$ cat src/rtl/load_use_interlock.sv
module load_use_interlock #(
  parameter int OP_W = 6,
  parameter int REG_W = 5,
  parameter logic [OP_W-1:0] OP_RR = 6'h00,
  parameter logic [OP_W-1:0] OP_LOAD = 6'h23,
  parameter logic [OP_W-1:0] OP_STORE = 6'h2B,
  parameter logic [OP_W-1:0] OP_BRZ = 6'h04,
  parameter logic [OP_W-1:0] OP_IALU_LO = 6'h08,
  parameter logic [OP_W-1:0] OP_IALU_HI = 6'h0F
) (
  input  logic             clk,
  input  logic             rst_n,
  input  logic [OP_W-1:0]  id_opcode,
  input  logic [REG_W-1:0] id_rs,
  input  logic [REG_W-1:0] id_rt,
  input  logic [OP_W-1:0]  ex_opcode,
  input  logic [REG_W-1:0] ex_rt,
  output logic             pc_we,
  output logic             ifid_we,
  output logic             idex_bubble
);

  logic id_rr, id_ialu, id_reads_rs, id_reads_rt;
  logic ex_loads, rs_hit, rt_hit, stall, stalled_q;

  assign id_rr       = (id_opcode == OP_RR);
  assign id_ialu     = (id_opcode >= OP_IALU_LO) && (id_opcode <= OP_IALU_HI);
  assign id_reads_rs = id_rr || id_ialu || (id_opcode == OP_LOAD) ||
                       (id_opcode == OP_STORE) || (id_opcode == OP_BRZ);
  assign id_reads_rt = id_rr;

  assign ex_loads = (ex_opcode == OP_LOAD) && (ex_rt != '0);
  assign rs_hit   = id_reads_rs && (id_rs == ex_rt);
  assign rt_hit   = id_reads_rt && (id_rt == ex_rt);
  assign stall    = !stalled_q && ex_loads && (rs_hit || rt_hit);

  always_ff @(posedge clk) begin
    if (!rst_n) stalled_q <= 1'b0;
    else        stalled_q <= stall;
  end

  assign pc_we       = !stall;
  assign ifid_we     = !stall;
  assign idex_bubble = stall;

  assert_one_cycle_R9: assert property (@(posedge clk) disable iff (!rst_n)
    idex_bubble |=> !idex_bubble);

  assert_load_producer_R8: assert property (@(posedge clk) disable iff (!rst_n)
    idex_bubble |-> (ex_opcode == OP_LOAD));

  assert_zero_dest_R7: assert property (@(posedge clk) disable iff (!rst_n)
    idex_bubble |-> (ex_rt != '0));

  assert_field_match_R10: assert property (@(posedge clk) disable iff (!rst_n)
    idex_bubble |-> ((id_rs == ex_rt) || (id_rt == ex_rt)));

  assert_freeze_R2: assert property (@(posedge clk) disable iff (!rst_n)
    idex_bubble |-> (!pc_we && !ifid_we));

endmodule

$ cat config.mk
export PLATFORM = sky130hd
export DESIGN_NAME = load_use_interlock
export DESIGN_NICKNAME = d
export VERILOG_FILES = /design/src/rtl/load_use_interlock.sv
export SDC_FILE = /design/constraint.sdc
export NUM_CORES = 1
export LEC_CHECK = 0
export CAP_MARGIN = 10
export CELL_PAD_IN_SITES_DETAIL_PLACEMENT = 2
export CELL_PAD_IN_SITES_GLOBAL_PLACEMENT = 2
export CORE_MARGIN = 2
export CORE_UTILIZATION = 10
export CTS_CLUSTER_SIZE = 28
export DETAILED_ROUTE_END_ITERATION = 12
export PLACE_DENSITY_LB_ADDON = 0.2
export SYNTH_ARGS = -nofsm -noshare
export SYNTH_HDL_FRONTEND = slang
export SYNTH_SLANG_ARGS = --single-unit
$ cat constraint.sdc
create_clock -name clk -period 2 [get_ports clk]
set_input_delay 0.3 -clock clk [delete_from_list [all_inputs] [get_ports clk]]
set_output_delay 0.3 -clock clk [all_outputs]
set_load 0.05 [all_outputs]
==> results_dict.tcl, run 1 <==
set metrics [dict create \
    status "finished clean" \
    drt-initial-drc-count 0 \
    ys_warn_count 0 \
    viasPerCell 3.90 \
    gp_congestion 0.552 \
    layout-drive-gt1-share_pct 38.7 \
    max_stage_delay_ns 0.51 \
    wirelength_um 996 \
    critPathTopFamily "simple AND/OR/NAND/NOR gates" \
    p_leak_uw 0.000282 \
    cts_post_setup_buffers_inserted 0 \
    insertion_delay_ns 0 \
    min_path_cells 4 \
    finalMaxSlewViolations 0 \
    clk_pin_slew_ns 0 \
    row_count 17 \
    diodes 0 \
    grt_max_degree 4 \
    synth_area_um2 234 \
    final_cell_area_um2 634 \
    wl_met3_um 67 \
    dieArea_um2 2740 \
    drt-met1-wl_um 384 \
    initial_core_util_pct 10.6 \
    num_io_pins 32 \
    area_delta_synth_final_pct 171 \
    hp-class "reg2reg" \
    firstDrtPassIters 1 \
    finalSetupViolations 0 \
    port_buffers 31 \
    largest_registers "stalled_q x1" \
    max_slew_margin_pct 86.6 \
    antenna_left 0 \
    die_w_um 52.4 \
    skew_ns 0 \
    grt-ovfl-total 0 \
    setup_slack_ns 0.0534 \
    cp_num_buf_inv 2 \
    drc_errors 0 \
    worst_slew_pin_slew_ns 0.201 \
    critPathArrivalTime_ns 1.65 \
    power_density_nw_per_um2 164 \
    regMostFlops "stalled_q" \
    die_h_um 52.4 \
    end_kind "output port" \
    r2r_cells 4 \
    path_cells "clkdlybuf4s15_1, xor2_1, or4_4, a21bo_4, buf_12" \
    synth_nets 59 \
    max-cap-violations 0 \
    grt.total_usage_pct 7.44 \
    ys_ff_latch 1 \
    topRoutingLayerUsed "met3" \
    path_class "in2out" \
    grt_pass1_wl_um 1610 \
    final_cell_mix "clkdlybuf4s50_1, xor2_1, buf_2, dlygate4sd2_1" \
    final_common_cell "clkdlybuf4s50_1" \
    ir_drop_v 0.0000753 \
    pre_cts_slack_ns -0.323 \
    avgRoutedWirePerCell_um 11.1 \
    start_kind "input port" \
    place_area_um2 617 \
    synth_cell_types 18 \
    fin_crit_ns 1.95 \
    critPathMaxFanout 3 \
    fin_nets 93 \
    fmax_ghz 0.514 \
    synthCells 30 \
    hpwlAfterDp_um 954 \
    wl_met2_um 544 \
    synth-seq-area-share_pct 8.56 \
    finalHoldViolCount 0 \
    syn_area_per_cell_um2 7.80 \
    fin_total_pwr_uw 104 \
    finalCritPeriodShare_pct 97.3 \
    vias 351 \
    antenna_found_initial 0 \
    grt_pass1_vias 403 \
    slowest_stage "or4_4" \
    worstPathRequired_ns 1.70 \
    core-area_um2 2210 \
    path_depth 5 \
    largest_register_ffs 1 \
]
worst reg2reg max path: cells and delay by family (launching register included):
family | cells | cell delay, ns
DFF | 1 | 0.29
and+or+nand+nor | 2 | 0.33
AOI/OAI and AO/OA | 2 | 0.33
layout make-up:
cell class / instances / area (µm²)
fill: 264 / 1580
multi-input combinational: 28 / 262
sequential: 1 / 20.0
tap: 28 / 35.0
timing repair buffer: 33 / 318
what timing repair did:
item	CTS	global route
hold buffers	0	0
gates resized for setup	46	12
setup endpoints to repair	3	3
pin swaps	9	9
gates cloned	0	0
where the power goes:
group	switching [µW]	total, µW	internal [µW]
clock network	0	0	0
logic	30.0	83.4	53.5
registers	0.00132	20.4	20.4
total	30.0	104	73.8
final timing paths:
path              from  slack [ns]         to
max           ex_rt[4]        0.05      pc_we
min          stalled_q        0.67  stalled_q
max reg2reg  stalled_q        0.98  stalled_q
min reg2reg  stalled_q        0.67  stalled_q
synthesized netlist by cell type (all sizes together):
cell type  count  share of area [%]
a21boi         1                3.2
nor4b          1                3.7
o211a          1                4.3
nor3           2                4.3
a21oi          1                2.1
xor2           8                 30
or4            2                8.0
o21ai          1                2.1
nand2          2                3.2
nor2           2                3.2
buf            1                3.2
nand4          2                5.3
or3            1                2.7
nor4bb         1                4.3
xnor2          2                7.5
a21bo          1                4.3
dfxtp          1                8.6
through the flow:
step	util [%]	std cells	TNS (ns)	hold slack (ns)
detailed placement	27.9	90	-0.877	0.659
CTS	26.9	90	0	0.669
global placement	27.9	90	-0.799	0.618
floorplan	-	30	-0.0420	0.416
finish	28.7	90	0	0.673
global route	28.7	90	-0.0900	0.718
routing by layer:
layer,up-vias,global-route usage (%)
li1,173,-
met1,159,8.18
met2,19,15.8
met3,0,0.571
met4,0,0
met5,-,0
cells by family (layout without fill, tap and decap cells):
kind of cell           Yosys count  after routing  synth area share, %
XOR/XNOR                        10             10                 37.4
AO/OA/AOI/OAI                    5              5                 16.0
flip-flops                       1              1                 8.56
AND/OR/NAND/NOR                 13             13                 34.8
buffers and inverters            1             33                 3.21
Note: power is estimated with default switching activity, not from simulation.
==> inputs of run 2 (changes only) <==
--- a/config.mk
+++ b/config.mk
@@ -8,6 +8,7 @@
 export CAP_MARGIN = 10
 export CELL_PAD_IN_SITES_DETAIL_PLACEMENT = 2
 export CELL_PAD_IN_SITES_GLOBAL_PLACEMENT = 2
+export CORE_ASPECT_RATIO = 0.9
 export CORE_MARGIN = 2
 export CORE_UTILIZATION = 10
 export CTS_CLUSTER_SIZE = 28
==> constraint.sdc (replaced) <==
create_clock -name clk -period 1.75 [get_ports clk]
set_input_delay 0.2625 -clock clk [delete_from_list [all_inputs] [get_ports clk]]
set_output_delay 0.2625 -clock clk [all_outputs]
set_load 0.05 [all_outputs]
==> results_dict.tcl, run 2 (same netlist as run 1, synthesis figures left out) <==
set metrics [dict create \
    die_w_um 55.0 \
    wirelength_um 1060 \
    avgRoutedWirePerCell_um 11.5 \
    r2r-start "stalled_q" \
    antenna_left 0 \
    gp_congestion 0.589 \
    pre_cts_slack_ns -0.428 \
    r2r_cells 5 \
    r2r-end "stalled_q" \
    antenna_found_initial 0 \
    ir_drop_v 0.0000847 \
    ff_latch_area_um2 20.0 \
    firstDrtPassIters 1 \
    fin_total_pwr_uw 125 \
    endpoint "pc_we" \
    cp_num_buf_inv 2 \
    path_class "in2out" \
    worstPathRequired_ns 1.49 \
    final_util_pct 30.9 \
    core-area_um2 2200 \
    critPathArrivalTime_ns 1.50 \
    nFillCells 264 \
    max_slew_margin_pct 85.7 \
    insertion_delay_ns 0 \
    skew_ns 0 \
    layout-drive-gt1-share_pct 50.8 \
    path_cells "clkdlybuf4s15_1, xor2_1, or4_4, a21bo_4, buf_12" \
    finalHoldViolCount 0 \
    drt-initial-drc-count 0 \
    hp-class "in2reg" \
    violations "setup timing" \
    fin_crit_ns 1.76 \
    finalCritPeriodShare_pct 101 \
    final_common_cell "xor2_1" \
    crit_start "id_rt[4]" \
    hp-start "id_opcode[5]" \
    rsz0062_at_grt "true" \
    max-cap-violations 0 \
    fin_nets 96 \
    area_delta_synth_final_pct 190 \
    fmax_ghz 0.568 \
    vias 362 \
    viasPerCell 3.93 \
    grt.total_usage_pct 8.37 \
    initial_core_util_pct 10.6 \
    drc_errors 0 \
    grt_pass1_vias 394 \
    port_buffers 31 \
    start_kind "input port" \
    critPathMaxFanout 3 \
    diodes 0 \
    path_depth 5 \
    power_density_nw_per_um2 184 \
    worst_slew_pin_slew_ns 0.214 \
    grt_pass1_wl_um 1740 \
    die_h_um 49.9 \
    num_io_pins 32 \
    critPathTopFamily "simple AND/OR/NAND/NOR gates" \
    row_count 16 \
    clk_pin_slew_ns 0 \
    multiInputGateArea_um2 283 \
    largest_registers "stalled_q x1" \
    p_leak_uw 0.000347 \
    finalMaxSlewViolations 0 \
    status "finished with violations" \
    final_cell_mix "xor2_1, buf_4, dlygate4sd2_1, dlymetal6s2s_1, buf_2" \
    grt-ovfl-total 0 \
    setup_tns_ns -0.0220 \
    cts_hold_buffers 0 \
    dieArea_um2 2740 \
    slowest_stage "or4_4" \
    end_kind "output port" \
    finalSetupViolations 2 \
    rrSetupSlack_ns 0.65 \
    largest_register_ffs 1 \
    grt_max_degree 4 \
    max_stage_delay_ns 0.51 \
    setup_slack_ns -0.0114 \
    regMostFlops "stalled_q" \
]
## run 2: changes by cell type in the layout (fill, tap and decap cells not counted), moves of 2 or more
cell             change
dlymetal6s2s_1       +3
clkbuf_2             +3
buf_4                +5
xnor2_1              -2
xnor2_2              +2
buf_2                -2
clkdlybuf4s15_1      -2
clkdlybuf4s50_1      -7
buf_6                +2
## run 2: per-layer routing
metal	GRT usage, %	share of wire, %	vias to the layer above
met5	0	0	-
li1	-	-	181
met3	0.606	9.7	0
met2	15.7	53	20
met1	10.7	38	161
met4	0	0	0
## run 2: layout make-up
type,instances,area share [%]
repair buffers,36,50.5
multi-input cells,28,41.6
well taps,27,4.97
flip-flops and latches,1,2.95
## run 2: through the flow
| step | std cells | instance area (µm²) | hold slack (ns) |
|---|---|---|---|
| 6_report | 92 | 679 | 0.678 |
| 5_1_grt | 92 | 679 | 0.737 |
| 4_1_cts | 91 | 629 | 0.667 |
| 3_5_place_dp | 90 | 633 | 0.637 |
| 3_3_place_gp | 90 | 633 | 0.657 |
| 2_1_floorplan | 30 | 248 | 0.379 |
## run 2: worst min path at each step
stage / cells past startpoint / slack [ns] / end
finish: 5 / 0.68 / stalled_q
global route: 5 / 0.74 / stalled_q
CTS: 4 / 0.67 / stalled_q
detailed placement: 4 / 0.64 / stalled_q
global placement: 4 / 0.66 / stalled_q
floorplan: 2 / 0.38 / stalled_q
## run 2: worst reg2reg max path: stages, from the launching register on
cell and delay, ns:
dfxtp_1 0.30, nor4b_4 0.23, o211a_1 0.22, buf_4 0.12, nand2_1 0.04, a21oi_1 0.12
## run 2: where the power goes
part	internal, µW	switching, µW	leakage [µW]
clock network	0	0	0
registers	23.3	0.00218	0.00000805
logic	64.9	36.9	0.000339
## run 2: what timing repair did
item,CTS,global route
setup endpoints to repair,4,4
pin swaps,12,11
buffers inserted,1,1
gates resized for setup,57,27
gates cloned,0,0
